<file path="config.mk">
export PLATFORM = sky130hd
export DESIGN_NAME = minute_status_timer
export DESIGN_NICKNAME = d
export VERILOG_FILES = /design/src/rtl/mst_pkg.sv /design/src/rtl/mst_en_edge.sv /design/src/rtl/mst_counter.sv /design/src/rtl/mst_report.sv /design/src/rtl/minute_status_timer.sv
export SDC_FILE = /design/constraint.sdc
export NUM_CORES = 1
export LEC_CHECK = 0
export ABC_CLOCK_PERIOD_IN_PS = 1400
export CAP_MARGIN = 0
export CELL_PAD_IN_SITES_DETAIL_PLACEMENT = 1
export CELL_PAD_IN_SITES_GLOBAL_PLACEMENT = 1
export CORE_AREA = 2 2 43 45
export CTS_BUF_LIST = sky130_fd_sc_hd__clkbuf_16
export CTS_CLUSTER_SIZE = 24
export DETAILED_ROUTE_END_ITERATION = 6
export DIE_AREA = 0 0 45 47
export PLACE_DENSITY_LB_ADDON = 0.1
export SLEW_MARGIN = 40
export SYNTH_ARGS = -nofsm -noshare
export SYNTH_HDL_FRONTEND = slang
export SYNTH_SLANG_ARGS = --single-unit
</file>
<file path="constraint.sdc">
create_clock -name clk -period 1.4 [get_ports clk]
set_input_delay 0.28 -clock clk [delete_from_list [all_inputs] [get_ports clk]]
set_output_delay 0.28 -clock clk [all_outputs]
set_load 0.01 [all_outputs]
</file>
<file path="src/rtl/mst_pkg.sv">
package mst_pkg;

  typedef enum logic [1:0] {
    CNT_HOLD = 2'd0,
    CNT_ZERO = 2'd1,
    CNT_STEP = 2'd2,
    CNT_WRAP = 2'd3
  } cnt_action_e;

  // Priority: restart sources first, then disabled hold, then tick step/wrap.
  function automatic cnt_action_e pick_action(input logic restart,
                                              input logic clr,
                                              input logic en,
                                              input logic tick,
                                              input logic at_last);
    if (restart || clr)   return CNT_ZERO;
    else if (!en || !tick) return CNT_HOLD;
    else if (at_last)     return CNT_WRAP;
    else                  return CNT_STEP;
  endfunction

  function automatic logic action_counts(input cnt_action_e a);
    return (a == CNT_STEP) || (a == CNT_WRAP);
  endfunction

  function automatic logic action_zeroes(input cnt_action_e a);
    return (a == CNT_ZERO) || (a == CNT_WRAP);
  endfunction

endpackage

</file>
<file path="src/rtl/mst_en_edge.sv">
module mst_en_edge (
  input  logic clk,
  input  logic rst_n,
  input  logic en,
  output logic restart
);
  logic en_q;

  always_ff @(posedge clk) begin
    if (!rst_n) en_q <= 1'b0;
    else        en_q <= en;
  end

  assign restart = en && !en_q;

  a_r5_restart_needs_high : assert property (@(posedge clk) disable iff (!rst_n)
    restart |-> en);
  a_r5_no_double_restart : assert property (@(posedge clk) disable iff (!rst_n)
    restart |=> !restart);
endmodule

</file>
<file path="src/rtl/mst_counter.sv">
module mst_counter
  import mst_pkg::*;
#(
  parameter int TICKS = 60
) (
  input  logic clk,
  input  logic rst_n,
  input  logic restart,
  input  logic clr,
  input  logic en,
  input  logic tick,
  output logic expire,
  output logic counted,
  output logic zeroing
);
  localparam int CW = (TICKS > 2) ? $clog2(TICKS) : 1;
  localparam logic [CW-1:0] LAST = CW'(TICKS - 1);

  logic [CW-1:0] cnt;
  logic          at_last;
  cnt_action_e   act;

  function automatic logic [CW-1:0] next_count(input cnt_action_e a,
                                               input logic [CW-1:0] c);
    case (a)
      CNT_ZERO, CNT_WRAP: return '0;
      CNT_STEP:           return c + 1'b1;
      default:            return c;
    endcase
  endfunction

  assign at_last = (cnt == LAST);
  assign act     = pick_action(restart, clr, en, tick, at_last);
  assign expire  = (act == CNT_WRAP);
  assign counted = action_counts(act);
  assign zeroing = action_zeroes(act);

  always_ff @(posedge clk) begin
    if (!rst_n) cnt <= '0;
    else        cnt <= next_count(act, cnt);
  end

  a_r3_count_range : assert property (@(posedge clk) disable iff (!rst_n)
    cnt <= LAST);
  a_r6_clear_zeroes : assert property (@(posedge clk) disable iff (!rst_n)
    clr |=> cnt == '0);
  a_r5_edge_zeroes : assert property (@(posedge clk) disable iff (!rst_n)
    restart |=> cnt == '0);
  a_r4_disabled_frozen : assert property (@(posedge clk) disable iff (!rst_n)
    (!en && !clr) |=> $stable(cnt));
  a_r4_disabled_no_expire : assert property (@(posedge clk) disable iff (!rst_n)
    !en |-> !expire);
  a_r7_clear_blocks_expire : assert property (@(posedge clk) disable iff (!rst_n)
    clr |-> !expire);
endmodule

</file>
<file path="src/rtl/mst_report.sv">
module mst_report (
  input  logic clk,
  input  logic rst_n,
  input  logic expire,
  input  logic counted,
  input  logic zeroing,
  input  logic exact,
  input  logic ack,
  output logic req,
  output logic flag,
  output logic inexact
);
  logic accept;
  logic rough_tick;
  logic rough_acc;

  assign accept     = expire && !flag;
  assign rough_tick = counted && !exact;

  always_ff @(posedge clk) begin
    if (!rst_n) begin
      req       <= 1'b0;
      flag      <= 1'b0;
      inexact   <= 1'b0;
      rough_acc <= 1'b0;
    end else begin
      req  <= accept;
      flag <= accept || (flag && !ack);
      if (accept)          inexact <= rough_acc || rough_tick;
      else if (ack && flag) inexact <= 1'b0;
      if (zeroing)         rough_acc <= 1'b0;
      else if (rough_tick) rough_acc <= 1'b1;
    end
  end

  a_r2_req_one_cycle : assert property (@(posedge clk) disable iff (!rst_n)
    req |=> !req);
  a_r2_req_with_flag : assert property (@(posedge clk) disable iff (!rst_n)
    req |-> flag);
  a_r8_flag_held : assert property (@(posedge clk) disable iff (!rst_n)
    (flag && !ack) |=> flag);
  a_r8_ack_clears : assert property (@(posedge clk) disable iff (!rst_n)
    (flag && ack) |=> !flag);
  a_r9_absorbed_expiry : assert property (@(posedge clk) disable iff (!rst_n)
    (expire && flag) |=> !req);
  a_r11_inexact_only_pending : assert property (@(posedge clk) disable iff (!rst_n)
    inexact |-> flag);
endmodule

</file>
<file path="src/rtl/minute_status_timer.sv">
module minute_status_timer #(
  parameter int TICKS_PER_MINUTE = 60
) (
  input  logic clk,
  input  logic rst_n,
  input  logic sec_tick,
  input  logic timer_en,
  input  logic timer_clr,
  input  logic tick_exact,
  input  logic host_ack,
  output logic report_req,
  output logic minute_flag,
  output logic minute_inexact
);
  logic restart;
  logic expire;
  logic counted;
  logic zeroing;

  mst_en_edge u_edge (
    .clk     (clk),
    .rst_n   (rst_n),
    .en      (timer_en),
    .restart (restart)
  );

  mst_counter #(.TICKS(TICKS_PER_MINUTE)) u_cnt (
    .clk     (clk),
    .rst_n   (rst_n),
    .restart (restart),
    .clr     (timer_clr),
    .en      (timer_en),
    .tick    (sec_tick),
    .expire  (expire),
    .counted (counted),
    .zeroing (zeroing)
  );

  mst_report u_rep (
    .clk     (clk),
    .rst_n   (rst_n),
    .expire  (expire),
    .counted (counted),
    .zeroing (zeroing),
    .exact   (tick_exact),
    .ack     (host_ack),
    .req     (report_req),
    .flag    (minute_flag),
    .inexact (minute_inexact)
  );

  a_r7_clear_no_req : assert property (@(posedge clk) disable iff (!rst_n)
    timer_clr |=> !report_req);
  a_r1_outputs_low_after_reset : assert property (@(posedge clk)
    $rose(rst_n) |-> (!report_req && !minute_flag && !minute_inexact));
endmodule

</file>
# Word-level counts from Yosys, hierarchy flattened
# Index checks and enable logic that the tools add are counted.
# totals
output_inout_bits	3
wordCells	39
reg_bits	11
in_bits	7
# classes
bitwise	1
n_mux	6
add_sub_neg	1
eq_ne	4
reduce_logical	21
# ops
op	n
$pmux W6 S2	1
$add A6 B1 Y6 const B	1
$eq A6 B6 Y1 const B	1
$logic_not A1 Y1	6
$logic_or A1 B1 Y1	6
$logic_and A1 B1 Y1	5
$eq A2 B2 Y1 const B	2
$mux W2	2
$reduce_bool A2 Y1	2
$reduce_or A2 Y1	2
$mux W1	3
$eq A2 B1 Y1 const B	1
$not A1 Y1	1

# Longest topological paths before layout
# depth
ltp_word	9
ltp_mapped	5
depth_no_buf	5

# By module
# A second synthesis with hierarchy kept.
# unflattened
cells_unflattened	55
area_unflattened_um2	513.0
# modules_own_cells
mod	instances	area_each_um2	seq_area_each_um2	cells_each
mst_counter	1	319.1	120.1	38
mst_report	1	153.9	80.1	14
mst_en_edge	1	40.0	20.0	3

# Worst setup path before layout
# Ideal clock, no wire load.
# synth_timing
path_kind	register to register
startpoint	register u_cnt.cnt[0]
endpoint	register u_rep.inexact
path_buffers	0
path_stages_with_launch	6
t_arrival_ns	1.250
required_time_ns	1.286
setup_time_ns	0.114
period_less_slack_ns	1.365
slack_ns	0.035
cell_sequence	dfxtp_1 ha_1 inv_1 nor4_1 mux2i_1 nor2_1
# synth_between
elab_chain_cells	9
word_cells_on_any_way	12
classes_between	3 x eq/ne; 4 x mux; 5 x reduce/logical
# synth_lines
item	line	source
start, declared	mst_counter.sv:19	logic [CW-1:0] cnt;
start signal, assigned	mst_counter.sv:40	else cnt <= next_count(act, cnt);
$eq A6 B6 Y1 *	mst_counter.sv:32	assign at_last = (cnt == LAST);
$mux W1 *	mst_pkg.sv:18	else if (at_last) return CNT_WRAP;
$mux W2 *	mst_pkg.sv:17	else if (!en || !tick) return CNT_HOLD;
$mux W2 *	mst_pkg.sv:16	if (restart || clr) return CNT_ZERO;
$eq A2 B2 Y1, on equally long branches	mst_pkg.sv:23, mst_counter.sv:34	
$logic_or A1 B1 Y1	mst_pkg.sv:23	return (a == CNT_STEP) || (a == CNT_WRAP);
$logic_and A1 B1 Y1	mst_report.sv:18	assign rough_tick = counted && !exact;
$logic_or A1 B1 Y1	mst_report.sv:29	if (accept) inexact <= rough_acc || rough_tick;
$mux W1	mst_report.sv:29	
end signal, assigned	mst_report.sv:29	
end, declared	mst_report.sv:11	output logic inexact
# Mark *: on every way between the ends. The rest lies on a longest branch, timed or not.
# A chain may end at the register's enable or synchronous reset.

# Final worst setup path
# layout_timing
startpoint	register u_rep.inexact
endpoint	output minute_inexact
# layout_rtl
item	line	source
end, declared	minute_status_timer.sv:13	output logic minute_inexact
# No word-level cell between the ends.

==> summary.md <==
| Metric | Value |
|---|---|
| H-tree levels | 1 |
| Via count | 481 |
| Setup TNS | 0 ns |
| Most frequent cells in the layout | buf_4 (15), dfxtp_1 (7), nor2_1 (5) |
| Reg clk slew, reported paths | 0.04 ns |
| WL/cell | 11.61 um |
| Hpwl dp | 893.4 um |
| CP delay by family, top | buffers and inverters |
| Logic pwr share | 5.8% |
| Root buffer cell | clkbuf_16 |
| CP required | 1.12 ns |
| Top cell type's share of synthesized area | 44.67% |
| Starting density of the core | 29.85% |
| Warnings, synthesis | 0 |
| Critical path's slowest cell | clkdlybuf4s50_1 |
| Grt total ovfl | 0 |
| Fmax achieved | 737.7 MHz |
| Switch Pwr | 159.5 uW |
| Actual slew at the worst max-slew pin | 0.2094 ns |
| Switch share | 18.12% |
| Pre-CTS setup slack | -0.3993 ns |
| Nature of the critical path endpoint | output pin |
| Post-synth net total | 63 |
| Hold Violations, Final | 0 |
| WHS Endpoint | u_edge.en_q |
| FILL cells | 206 |
| Max_slew headroom | 85.92% |
| Largest stage delay, worst path | 0.53 ns |
| Skew-Pair Late Insertion Delay | 0.24 ns |
| Register area share after synthesis | 44.67% |
| CTS Sinks | 11 |
| FF-to-FF setup slack | 0.08 ns |
| Row count | 15 |
| Clock power share | 58.0% |
| CP Data Arrival Time | 1.08 ns |
| Overall power | 880.4 uW |
| Leakage | 0.0003353 uW |
| Setup-failing EPs final | 0 |
| CTS Buf Count | 3 |
| Vias in the first global route | 465 |
| Hold Crit Depth | 2 |
| HP Class | in2reg |
| Startpoint types | register |
| First-pass iteration count of the detailed router | 3 |
| Final Wtd Congestion | 0.6828 |
| Sequential power share | 36.2% |
| Initial antenna violation count | 0 |
| Number of vias per cell | 4.810 |
| First-pass GRT wire length | 1973 um |
| Clock Path Buffers | 2 |
| Die Footprint | 2115 sq um |
| Core area | 1652 sq um |
| IO Port Bufs | 9 |
| DRT antenna net count | 0 |
| Reg2Reg Depth | 5 |
| Total GRT Usage | 13.66% |
| Hold_sp | timer_en |
| Most area-consuming cells after synthesis | dfxtp_1 (45%), nor2_1 (5.3%), a21oi_1 (4.1%) |
| Commonest non-fill, non-tap cell in the layout | buf_4 |
| MaxCap Viol Count | 0 |
| Synth Register Bits | 11 |
| Layout cells sized above 1 | 42.17% |
| Worst Skew | 0.0006074 ns |
| Final setup margin | 0.04438 ns |
| Internal | 720.9 uW |
| N_diodes | 0 |
| Layout Cells excl Fill | 100 |
| Pwr dens | 1091 nW/um^2 |
| Post-synthesis cell count | 55 |
| Post-synth top area cell | dfxtp_1 |
| Die height | 47 um |
| Peak supply drop | 628.9 uV |
| Nets@finish | 92 |
| CTS tree | done |
| Placed Instances | 95 |
| Setup CP Type | reg2out |
| Die width | 45 um |
| Avg Inst Size Synth | 8.963 sq um |
| Crit-path max FO | 2 |
| Ports | 10 |
| R2r endpoint | u_cnt.cnt[5] |
| Outcome | completed |
| Total wire length | 1161 um |
| RSZ-0062 raised after global routing | false |
| Minimum clock period | 1.356 ns |
| Crit path buf inv count | 1 |
| Worst reg2reg startpoint | u_cnt.cnt[0] |
| Layout area overhead | 63.71% |
| DRC | 0 |
| Slew Viols, Final | 0 |
| Synth unique cells | 25 |
| Largest net degree at the start of global routing | 8 |
| First DRT Iteration DRCs | 4 |
| Synthesized area | 493.0 sq um |
| Fin crit share | 96.83% |
| CP Cell Sequence | clkdlybuf4s50_1 |
[registers in the layout, indices dropped and copies added, names as in the netlist]
signal	count
u_cnt.cnt	6
u_edge.en_q	1
u_rep.flag	1
u_rep.inexact	1
u_rep.req	1
u_rep.rough_acc	1
[layer usage]
metal / up-vias / share of wire, % / wire length, um / GRT usage (%)
li1: 248 / - / - / -
met2: 7 / 49 / 573 / 21.14
met5: - / 0 / 0 / 0
met4: 0 / 2.3 / 27 / 10.59
met3: 4 / 3.6 / 42 / 3.462
met1: 222 / 45 / 517 / 16.20
[cell type report]
class,count,area [sq um],share of cell area (%)
Multi-Input combinational cell,40,274.0,33.95
Clock buffer,3,75.07,9.302
Timing Repair Buffer,24,192.7,23.88
Sequential cell,11,225.2,27.91
Inverter,4,15.01,1.860
Clock inverter,1,3.754,0.4651
Tap cell,17,21.27,2.636
[timing repair]
item,in CTS,in global routing
setup buffers,1,0
resized for setup,4,16
endpoints found under the setup margin,5,6
pin swaps,1,2
hold buffers,0,0
endpoints found under the hold margin,0,0
[worst max path at each step]
| stage | endpoint | startpoint | cells after the start | slack [ns] |
|---|---|---|---|---|
| 2_1_floorplan | u_rep.inexact | u_cnt.cnt[0] | 5 | 0.04 |
| 3_3_place_gp | u_cnt.cnt[5] | timer_en | 5 | -0.38 |
| 3_5_place_dp | u_cnt.cnt[5] | timer_en | 5 | -0.40 |
| 4_1_cts | u_rep.inexact | u_cnt.cnt[2] | 5 | 0.03 |
| 5_1_grt | u_cnt.cnt[5] | u_cnt.cnt[0] | 5 | 0.005 |
| 6_report | minute_inexact | u_rep.inexact | 1 | 0.04 |
[per-stage QoR]
stage	utilization (%)	hold WS, ns	instance area [sq um]
2_1_floorplan	-	0.4017	493.0
3_3_place_gp	42.95	0.4736	709.4
3_5_place_dp	42.95	0.4855	709.4
4_1_cts	47.88	0.4920	790.8
5_1_grt	48.86	0.3820	807.0
6_report	48.86	0.3590	807.0
[Yosys cell counts, drive strengths merged]
master	n
nand4b	2
inv	4
a21boi	1
nand3	1
and4b	1
a211o	1
and2	2
a21oi	4
nand4	2
nor2	7
a21o	1
mux2i	1
nor2b	1
or2	2
xnor2	1
nor4	1
dfxtp	11
o31ai	1
ha	1
or4	1
o21bai	2
xor2	2
nand2	5
[power groups by stage]
stage / Combinational [uW] / Clock [uW] / Sequential, uW
final: 51.3 / 510 / 319
after global routing: 57.2 / 537 / 319
after CTS: 52.5 / 524 / 318
after detailed placement: 54.5 / 0 / 324
after global placement: 53.8 / 0 / 324
after floorplan: 15.9 / 0 / 324
[kinds of logic after synthesis]
family / Yosys count / synth area share (%)
flip-flops: 11 / 44.67
AND/OR/NAND/NOR: 25 / 28.43
multiplexers: 1 / 2.031
AO/OA/AOI/OAI: 10 / 13.96
adder cells (fa/ha/maj): 1 / 2.538
buffers and inverters: 4 / 3.045
XOR/XNOR: 3 / 5.331
(Power assumes the default switching activity.)
